### config.mk
export PLATFORM = sky130hd
export DESIGN_NAME = coef_deferred_writer
export DESIGN_NICKNAME = d
export VERILOG_FILES = /design/src/rtl/cdw_pkg.sv /design/src/rtl/cdw_load_gate.sv /design/src/rtl/cdw_slot_bank.sv /design/src/rtl/cdw_picker.sv /design/src/rtl/cdw_sequencer.sv /design/src/rtl/coef_deferred_writer.sv
export SDC_FILE = /design/constraint.sdc
export NUM_CORES = 1
export LEC_CHECK = 0
export ABC_AREA = 1
export BUFFER_PORTS_ARGS = -buffer_cell sky130_fd_sc_hd__buf_2
export CAP_MARGIN = 20
export CORE_UTILIZATION = 50
export CTS_CLUSTER_DIAMETER = 30
export DETAILED_ROUTE_END_ITERATION = 12
export GPL_ROUTABILITY_DRIVEN = 0
export PLACE_DENSITY = 0.83
export SETUP_SLACK_MARGIN = 0.5
export SYNTH_ARGS = -nofsm -noshare
export SYNTH_HDL_FRONTEND = slang
export SYNTH_SLANG_ARGS = --single-unit
### constraint.sdc
create_clock -name clk -period 2.3 [get_ports clk]
set_input_delay 0.345 -clock clk [delete_from_list [all_inputs] [get_ports clk]]
set_output_delay 0.345 -clock clk [all_outputs]
set_load 0.02 [all_outputs]
### src/rtl/cdw_pkg.sv
package cdw_pkg;
  localparam int unsigned CDW_SLOTS    = 5;
  localparam int unsigned CDW_PM_DEPTH = 1024;
  localparam int unsigned CDW_HOST_AW  = 11;
  localparam int unsigned CDW_HOST_DW  = 32;
  localparam int unsigned CDW_COEF_W   = 28;

  typedef enum logic [0:0] {
    ST_IDLE = 1'b0,
    ST_RUN  = 1'b1
  } seq_state_e;
endpackage

### src/rtl/cdw_load_gate.sv
module cdw_load_gate
  import cdw_pkg::*;
#(
  parameter int unsigned NUM_SLOTS = CDW_SLOTS,
  parameter int unsigned PM_DEPTH  = CDW_PM_DEPTH,
  parameter int unsigned HOST_AW   = CDW_HOST_AW,
  parameter int unsigned HOST_DW   = CDW_HOST_DW,
  parameter int unsigned COEF_W    = CDW_COEF_W,
  localparam int unsigned SLOT_W   = $clog2(NUM_SLOTS),
  localparam int unsigned PM_AW    = $clog2(PM_DEPTH)
) (
  input  logic               clk,
  input  logic               rst,
  input  logic               ld_valid,
  input  logic [SLOT_W-1:0]  ld_slot,
  input  logic [HOST_AW-1:0] ld_addr,
  input  logic [HOST_DW-1:0] ld_data,
  input  logic               lock,
  output logic               wr_en,
  output logic [SLOT_W-1:0]  wr_idx,
  output logic [PM_AW-1:0]   wr_addr,
  output logic [COEF_W-1:0]  wr_data,
  output logic               ok_q,
  output logic               err_q
);
  localparam logic [SLOT_W:0]    SLOT_LIM = (SLOT_W+1)'(NUM_SLOTS);
  localparam logic [HOST_AW-1:0] ADDR_LIM = HOST_AW'(PM_DEPTH);

  logic slot_ok;
  logic addr_ok;
  logic pad_unused;

  assign slot_ok    = {1'b0, ld_slot} < SLOT_LIM;
  assign addr_ok    = ld_addr < ADDR_LIM;
  assign pad_unused = ^ld_data[HOST_DW-1:COEF_W];

  assign wr_en   = ld_valid && !lock && slot_ok && addr_ok;
  assign wr_idx  = ld_slot;
  assign wr_addr = ld_addr[PM_AW-1:0];
  assign wr_data = ld_data[COEF_W-1:0];

  always_ff @(posedge clk) begin
    if (rst) begin
      ok_q  <= 1'b0;
      err_q <= 1'b0;
    end else begin
      ok_q  <= wr_en;
      err_q <= ld_valid && !wr_en;
    end
  end


  addr_range_chk: assert property (@(posedge clk) disable iff (rst)
    ok_q |-> ($past(ld_addr) < ADDR_LIM));


  ack_excl_chk: assert property (@(posedge clk) disable iff (rst)
    !(ok_q && err_q));
endmodule

### src/rtl/cdw_slot_bank.sv
module cdw_slot_bank
  import cdw_pkg::*;
#(
  parameter int unsigned NUM_SLOTS = CDW_SLOTS,
  parameter int unsigned AW        = $clog2(CDW_PM_DEPTH),
  parameter int unsigned DW        = CDW_COEF_W,
  localparam int unsigned SLOT_W   = $clog2(NUM_SLOTS)
) (
  input  logic                 clk,
  input  logic                 rst,
  input  logic                 wr_en,
  input  logic [SLOT_W-1:0]    wr_idx,
  input  logic [AW-1:0]        wr_addr,
  input  logic [DW-1:0]        wr_data,
  input  logic                 clr_en,
  input  logic [SLOT_W-1:0]    clr_idx,
  input  logic [SLOT_W-1:0]    rd_idx,
  output logic [AW-1:0]        rd_addr,
  output logic [DW-1:0]        rd_data,
  output logic [NUM_SLOTS-1:0] valid
);
  logic [AW+DW-1:0] mem [NUM_SLOTS];

  always_ff @(posedge clk) begin
    if (wr_en) mem[wr_idx] <= {wr_addr, wr_data};
  end

  assign {rd_addr, rd_data} = mem[rd_idx];

  for (genvar s = 0; s < NUM_SLOTS; s++) begin : g_slot
    always_ff @(posedge clk) begin
      if (rst)                                        valid[s] <= 1'b0;
      else if (wr_en  && (wr_idx  == SLOT_W'(s)))     valid[s] <= 1'b1;
      else if (clr_en && (clr_idx == SLOT_W'(s)))     valid[s] <= 1'b0;
    end
  end


  clear_only_full_chk: assert property (@(posedge clk) disable iff (rst)
    clr_en |-> valid[clr_idx]);


  no_load_during_clear_chk: assert property (@(posedge clk) disable iff (rst)
    !(wr_en && clr_en));
endmodule

### src/rtl/cdw_picker.sv
module cdw_picker
  import cdw_pkg::*;
#(
  parameter int unsigned NUM_SLOTS = CDW_SLOTS,
  localparam int unsigned SLOT_W   = $clog2(NUM_SLOTS)
) (
  input  logic [NUM_SLOTS-1:0] valid,
  output logic                 found,
  output logic [SLOT_W-1:0]    idx
);
  always_comb begin
    found = 1'b0;
    idx   = '0;
    for (int i = NUM_SLOTS - 1; i >= 0; i--) begin
      if (valid[i]) begin
        found = 1'b1;
        idx   = i[SLOT_W-1:0];
      end
    end
  end
endmodule

### src/rtl/cdw_sequencer.sv
module cdw_sequencer
  import cdw_pkg::*;
#(
  parameter int unsigned NUM_SLOTS = CDW_SLOTS,
  parameter int unsigned AW        = $clog2(CDW_PM_DEPTH),
  parameter int unsigned DW        = CDW_COEF_W,
  localparam int unsigned SLOT_W   = $clog2(NUM_SLOTS)
) (
  input  logic              clk,
  input  logic              rst,
  input  logic              commit,
  input  logic              frame_tick,
  input  logic              core_claim,
  input  logic              found,
  input  logic [SLOT_W-1:0] pick_idx,
  input  logic [AW-1:0]     rd_addr,
  input  logic [DW-1:0]     rd_data,
  output logic              clr_en,
  output logic [SLOT_W-1:0] clr_idx,
  output logic              pm_we,
  output logic [AW-1:0]     pm_addr,
  output logic [DW-1:0]     pm_wdata,
  output logic              busy,
  output logic              done,
  output logic              frame_miss
);
  seq_state_e state_q;

  assign busy    = (state_q == ST_RUN);
  assign clr_en  = busy && found && !core_claim;
  assign clr_idx = pick_idx;

  always_ff @(posedge clk) begin
    if (rst) begin
      state_q    <= ST_IDLE;
      pm_we      <= 1'b0;
      pm_addr    <= '0;
      pm_wdata   <= '0;
      done       <= 1'b0;
      frame_miss <= 1'b0;
    end else begin
      pm_we      <= clr_en;
      done       <= 1'b0;
      frame_miss <= frame_tick && busy;
      if (clr_en) begin
        pm_addr  <= rd_addr;
        pm_wdata <= rd_data;
      end
      case (state_q)
        ST_IDLE: begin
          if (commit) begin
            if (found) state_q <= ST_RUN;
            else       done    <= 1'b1;
          end
        end
        ST_RUN: begin
          if (!found) begin
            state_q <= ST_IDLE;
            done    <= 1'b1;
          end
        end
        default: state_q <= ST_IDLE;
      endcase
    end
  end


  done_single_chk: assert property (@(posedge clk) disable iff (rst)
    done |=> !done);


  empty_commit_chk: assert property (@(posedge clk) disable iff (rst)
    (commit && !busy && !found) |=> (done && !busy));


  write_in_batch_chk: assert property (@(posedge clk) disable iff (rst)
    pm_we |-> busy);
endmodule

### src/rtl/coef_deferred_writer.sv
module coef_deferred_writer
  import cdw_pkg::*;
#(
  parameter int unsigned NUM_SLOTS = CDW_SLOTS,
  parameter int unsigned PM_DEPTH  = CDW_PM_DEPTH,
  parameter int unsigned HOST_AW   = CDW_HOST_AW,
  parameter int unsigned HOST_DW   = CDW_HOST_DW,
  parameter int unsigned COEF_W    = CDW_COEF_W,
  localparam int unsigned SLOT_W   = $clog2(NUM_SLOTS),
  localparam int unsigned PM_AW    = $clog2(PM_DEPTH)
) (
  input  logic               clk,
  input  logic               rst,
  input  logic               ld_valid,
  input  logic [SLOT_W-1:0]  ld_slot,
  input  logic [HOST_AW-1:0] ld_addr,
  input  logic [HOST_DW-1:0] ld_data,
  output logic               ld_ok,
  output logic               ld_err,
  input  logic               commit,
  input  logic               frame_tick,
  input  logic               core_claim,
  output logic               pm_we,
  output logic [PM_AW-1:0]   pm_addr,
  output logic [COEF_W-1:0]  pm_wdata,
  output logic               busy,
  output logic               done,
  output logic               frame_miss
);
  logic                 wr_en;
  logic [SLOT_W-1:0]    wr_idx;
  logic [PM_AW-1:0]     wr_addr;
  logic [COEF_W-1:0]    wr_data;
  logic                 clr_en;
  logic [SLOT_W-1:0]    clr_idx;
  logic [SLOT_W-1:0]    pick_idx;
  logic                 found;
  logic [PM_AW-1:0]     rd_addr;
  logic [COEF_W-1:0]    rd_data;
  logic [NUM_SLOTS-1:0] valid;

  cdw_load_gate #(
    .NUM_SLOTS(NUM_SLOTS), .PM_DEPTH(PM_DEPTH), .HOST_AW(HOST_AW),
    .HOST_DW(HOST_DW), .COEF_W(COEF_W)
  ) u_gate (
    .clk(clk), .rst(rst), .ld_valid(ld_valid), .ld_slot(ld_slot),
    .ld_addr(ld_addr), .ld_data(ld_data), .lock(busy),
    .wr_en(wr_en), .wr_idx(wr_idx), .wr_addr(wr_addr), .wr_data(wr_data),
    .ok_q(ld_ok), .err_q(ld_err)
  );

  cdw_slot_bank #(.NUM_SLOTS(NUM_SLOTS), .AW(PM_AW), .DW(COEF_W)) u_bank (
    .clk(clk), .rst(rst), .wr_en(wr_en), .wr_idx(wr_idx),
    .wr_addr(wr_addr), .wr_data(wr_data), .clr_en(clr_en),
    .clr_idx(clr_idx), .rd_idx(pick_idx), .rd_addr(rd_addr),
    .rd_data(rd_data), .valid(valid)
  );

  cdw_picker #(.NUM_SLOTS(NUM_SLOTS)) u_pick (
    .valid(valid), .found(found), .idx(pick_idx)
  );

  cdw_sequencer #(.NUM_SLOTS(NUM_SLOTS), .AW(PM_AW), .DW(COEF_W)) u_seq (
    .clk(clk), .rst(rst), .commit(commit), .frame_tick(frame_tick),
    .core_claim(core_claim), .found(found), .pick_idx(pick_idx),
    .rd_addr(rd_addr), .rd_data(rd_data), .clr_en(clr_en),
    .clr_idx(clr_idx), .pm_we(pm_we), .pm_addr(pm_addr),
    .pm_wdata(pm_wdata), .busy(busy), .done(done), .frame_miss(frame_miss)
  );


  core_first_chk: assert property (@(posedge clk) disable iff (rst)
    core_claim |=> !pm_we);


  busy_refuse_chk: assert property (@(posedge clk) disable iff (rst)
    (busy && ld_valid) |=> (ld_err && !ld_ok));
endmodule

# Word level (Yosys, flattened, before mapping)
# Memory sizes are Yosys's and may differ from the RTL's. A register that Yosys moved wholly into a read port is not among the register bits.
# Cells that the tools add are included.
totals:
  mem_count: 1
  mem_bits_rw: 190
  regBits: 11
  elab_cells: 78
  output_inout_bits: 44
  in_bits: 52
mem_list:
  columns: ["memory", "depth", "width", "rd", "rd_clocked_by_memory_dff", "wr", "line", "text"]
  rows:
  - ["u_bank.mem", 5, 38, 1, 1, 1, "cdw_slot_bank.sv:22", "logic [AW+DW-1:0] mem [NUM_SLOTS];"]
classes:
  n_reduce_logical: 27
  muxes: 28
  order_cmp: 2
  eq_ne: 8
  n_bitwise: 1
ops:
  columns: ["operator", "count"]
  rows:
  - ["1-bit two-way mux", 21]
  - ["1-bit logical AND", 17]
  - ["3-bit two-way mux", 5]
  - ["3-bit by 2-bit equality test with 1-bit output, second input constant", 4]
  - ["11-bit < comparator, second input constant", 1]
  - ["2-bit nonzero test", 5]
  - ["3-bit by 1-bit equality test with 1-bit output, second input constant", 2]
  - ["3-bit equality test, second input constant", 2]
  - ["3-bit logical NOT", 2]
  - ["1-bit one-hot mux with 2 select lines", 2]
  - ["1-bit logical NOT", 3]
  - ["3-bit < comparator, second input constant", 1]
  - ["1-bit inverter", 1]

# Longest topological paths before layout
logic_depth:
  ltp_word: 10
  ltp_mapped: 12
  depth_no_buf: 9

# Hierarchy
# Synthesis repeated with hierarchy kept, for this count alone.
unflattened:
  cells_unflattened: 1128
  area_unflattened_um2: 10427.5
by_module_without_submodules:
  columns: ["mod", "n_inst", "cells_each", "seq_area_each_um2", "area_each_um2"]
  rows:
  - ["cdw_slot_bank", 1, 801, 5805.6, 8266.7]
  - ["cdw_sequencer", 1, 258, 840.8, 1699.1]
  - ["cdw_load_gate", 1, 58, 40.0, 407.9]
  - ["cdw_picker", 1, 11, 0.0, 53.8]

# Least setup slack after synthesis
# Ideal clock, no wire load.
synth_timing:
  path_kind: "reg2reg"
  from: "register u_seq.state_q (netlist: u_seq.busy)"
  to: "memory u_bank.mem[3][0] (netlist bit) (enable)"
  t_arrival_ns: 1.910
  path_stages_with_launch: 3
  setup_ns: 0.399
  t_required_ns: 1.901
  slack_ns: -0.009
  period_less_slack_ns: 2.309
  n_path_buf: 0
  cell_sequence: "dfxtp_1 > nor3_1 > and3_1"
synth_via:
  elab_chain_len: 6
synth_rtl:
  columns: ["element", "line", "text"]
  rows:
  - ["start, declared", "cdw_sequencer.sv:27", "seq_state_e state_q;"]
  - ["start signal, assigned", "cdw_sequencer.sv:35", "state_q <= ST_IDLE;"]
  - ["start signal, assigned", "cdw_sequencer.sv:52", "if (found) state_q <= ST_RUN;"]
  - ["start signal, assigned", "cdw_sequencer.sv:58", "state_q <= ST_IDLE;"]
  - ["1-bit logical NOT", "cdw_load_gate.sv:37", "assign wr_en = ld_valid && !lock && slot_ok && addr_ok;"]
  - ["1-bit logical AND (3 in series)", "cdw_load_gate.sv:37", null]
  - ["1-bit two-way mux", "cdw_slot_bank.sv:25", "if (wr_en) mem[wr_idx] <= {wr_addr, wr_data};"]
  - ["1-bit two-way mux (implied by the code)", "cdw_slot_bank.sv:25", null]
  - ["end, declared", "cdw_slot_bank.sv:22", null]
# Every way passes these cells.

# Worst setup path in the final report
layout_timing:
  from: "register u_seq.state_q (netlist: u_seq.busy)"
  to: "memory u_bank.mem[4][10] (netlist bit) (enable)"
# The elaborated chain is that of the path after synthesis.

==> summary.md <==
| Metric | Value |
|---|---|
| Largest net degree at the start of global routing | `39` |
| Clock slew seen by the registers of the worst setup and hold paths | `50 ps` |
| Port bufs | `91` |
| Slew at the pin closest to its max-slew limit | `758.7 ps` |
| MaxCap Viol Count | `0` |
| DP Area | `0.01057 mm²` |
| Total Routing Usage GR | `0.2400` |
| CTS Buffer Depth | `3` |
| Crit path arrival time | `2010 ps` |
| Initial antenna violation count | `1` |
| Worst-skew pair later-pin latency | `520 ps` |
| Final period util | `0.7799` |
| Primary FF master, synth | `edfxtp_1` |
| Setup crit start | `u_seq.busy` |
| Worst vdd ir | `548.8 µV` |
| Top post-synthesis cells by count | `202 x nand2_1, 190 x edfxtp_1, 162 x nor2_1` |
| Register area share after synthesis | `0.6912` |
| Relative slew slack | `0.4942` |
| Min-delay src | `ld_addr[7]` |
| Max-slew violations | `0` |
| # nets final | `1134` |
| WL/cell | `17.37 µm` |
| Total power | `0.01098 W` |
| Critical Path End Type | `flip-flop` |
| RSZ-0062 raised after global routing | `true` |
| Total clock sinks | `239` |
| RR Startpoint | `u_seq.busy` |
| Yosys top cell by area | `edfxtp_1` |
| Post-synth ARST share | `0` |
| Fmax | `0.5575 GHz` |
| Top-area cell type share of the netlist area | `0.5898` |
| Mapped Cells | `959` |
| DRC viols | `0` |
| HPWL after detailed placement | `12.82 mm` |
| Setup_tns | `0 ps` |
| Synth area leaders | `edfxtp_1 59%, dfxtp_1 10%, nand2_1 7.8%` |
| DR pass1 iterations | `5` |
| Power per cell area | `905.5 mW/mm²` |
| Synth unique cells | `23` |
| Row Count | `50` |
| Post-Layout Inst Area | `0.01212 mm²` |
| Die Wd | `141.1 µm` |
| Drt total wl | `23.87 mm` |
| Initial Util | `0.5138` |
| Syn Nets | `1011` |
| H-tree Lvls | `2` |
| 1st-iter DRT viols | `706` |
| Final Hold Fails | `0` |
| Fin Clk Skew | `13.89 ps` |
| Root Driver | `clkbuf_16` |
| Pre-CTS setup slack | `325.1 ps` |
| Synthesis-to-layout area growth | `25.31%` |
| Die height | `141.1 µm` |
| Outcome | `finished clean` |
| DR vias | `7190` |
| Min Tclk post-route | `1794 ps` |
| Post-DR vias/cell | `5.233` |
| Vias in the first global route | `7190` |
| Most common cell in the netlist | `nand2_1` |
| Antenna viol nets, final | `0` |
| Final setup viols | `0` |
| WP data required | `2510 ps` |
| HP Class | `in2reg` |
| Worst r2r path cells | `4` |
| CTS tree | `yes` |
| Mapped cell area | `0.009674 mm²` |
| Share of layout cells above drive strength 1 | `0.1977` |
| Leakage Power | `5.365 nW` |
| Worst Path Max Fanout | `7` |
| Overflow after GRT | `0` |
| Setup CP Type | `reg2reg` |
| Mean Syn Cell Area | `10.09 µm²` |
| First-pass GRT wire length | `36.37 mm` |
| Worst setup margin | `506.1 ps` |
| Number of synthesized flops with an enable pin | `190` |
| Num ports | `96` |
| Seq cells post-synth | `239` |
| Warnings, synthesis | `0` |
| Core ar. | `0.01883 mm²` |
| Hold path cells | `1` |
| CTS Buf Count | `39` |
| Critical Path Source Type | `flip-flop` |
| Die footprint | `0.01991 mm²` |
==> power by group <==
| group | internal (W) | switching [W] | total (W) |
|---|---|---|---|
| sequential | 0.00472 | 0.0000159 | 0.00473 |
| clock | 0.00377 | 0.00207 | 0.00584 |
| combinational | 0.000123 | 0.000281 | 0.000404 |
| total | 0.00861 | 0.00237 | 0.0110 |
==> worst max-delay path, cell delays in order, from the launching register on <==
cell and delay (ps):
dfxtp_1 370, nor3_4 370, nand4_1 290, clkinvlp_4 260, buf_4 200
==> state kept, by name (all words and copies together), names as in the netlist <==
register	count
u_seq.frame_miss	1
u_seq.pm_addr	10
u_seq.busy	1
u_bank.valid	5
u_seq.done	1
u_seq.pm_we	1
u_gate.ok_q	1
u_bank.mem	190
u_seq.pm_wdata	28
u_gate.err_q	1
==> cells by family after synthesis <==
group,synth area share
simple gates,0.2093
buf+inv,0.07475
compound gates,0.02483
flops,0.6912
==> repair_timing <==
action	in CTS	in global routing
buffers inserted	6	6
pin swaps	3	1
hold buffers	0	0
hold endpoints to repair	0	0
setup endpoints to repair	117	85
gates resized for setup	7	8
cloned	1	1
==> per-layer routing <==
metal  vias up  routed length (µm)  GRT usage
met4         2                 712     0.1247
met1      3378                8783     0.2802
met5         -                  13          0
met3        64                2060    0.05129
li1       3362                   -          -
met2       384               12300     0.4166
==> placed cells by master, fill, tap and decap left out <==
| cell | Yosys | layout |
|---|---|---|
| buf_2 | 23 | 91 |
| buf_12 | 0 | 11 |
| edfxtp_1 | 190 | 190 |
| bufinv_16 | 0 | 5 |
| nor3_4 | 0 | 1 |
| nand3_2 | 1 | 1 |
| and3_2 | 0 | 1 |
| nand4_1 | 1 | 1 |
| clkbuf_16 | 0 | 39 |
| o21ai_0 | 1 | 1 |
| nand2_1 | 202 | 197 |
| inv_1 | 126 | 122 |
| nor2_4 | 1 | 3 |
| inv_6 | 0 | 6 |
| o21ai_1 | 4 | 4 |
| a21oi_1 | 43 | 43 |
| buf_8 | 0 | 2 |
| dfxtp_1 | 49 | 48 |
| clkinv_2 | 0 | 5 |
| buf_6 | 0 | 1 |
| clkinv_1 | 1 | 5 |
| inv_2 | 3 | 3 |
| nor2_1 | 162 | 161 |
| or2_2 | 1 | 1 |
| buf_4 | 5 | 25 |
| clkinv_4 | 0 | 5 |
| dfxtp_2 | 0 | 1 |
| clkbuf_8 | 0 | 2 |
| clkbuf_1 | 20 | 1 |
| nand2_8 | 0 | 2 |
| nand2_2 | 1 | 2 |
| clkinvlp_4 | 0 | 9 |
| nand3_4 | 0 | 1 |
| diode_2 | 0 | 1 |
| nand3_1 | 120 | 120 |
| nand2_4 | 0 | 3 |
==> path summary, 6_finish.rpt <==
kind | to | slack, ps
worst max-delay path | u_bank.mem[4][10] | 510
worst min-delay path | u_bank.mem[4][35] | 60
worst max register to register | u_bank.mem[4][10] | 510
worst min register to register | u_seq.pm_wdata[10] | 460
==> through the flow <==
step,cells,utilization,hold slack [ps]
2_1_floorplan,959,-,443.9
3_3_place_gp,1287,0.5612,450.1
3_5_place_dp,1287,0.5612,453.9
4_1_cts,1366,0.6381,47.36
5_1_grt,1373,0.6437,48.53
6_report,1374,0.6438,57.90
==> final cells by class <==
cell class	instances	area, µm²
fill	1322	6708
sequential	239	6688
multi-input combinational	542	2369
clock buffer	42	1007
timing repair buffer	130	904.6
inverter	130	503.0
tap	260	325.3
clock inverter	30	324.1
antenna	1	2.502
(Power assumes the default switching activity.)
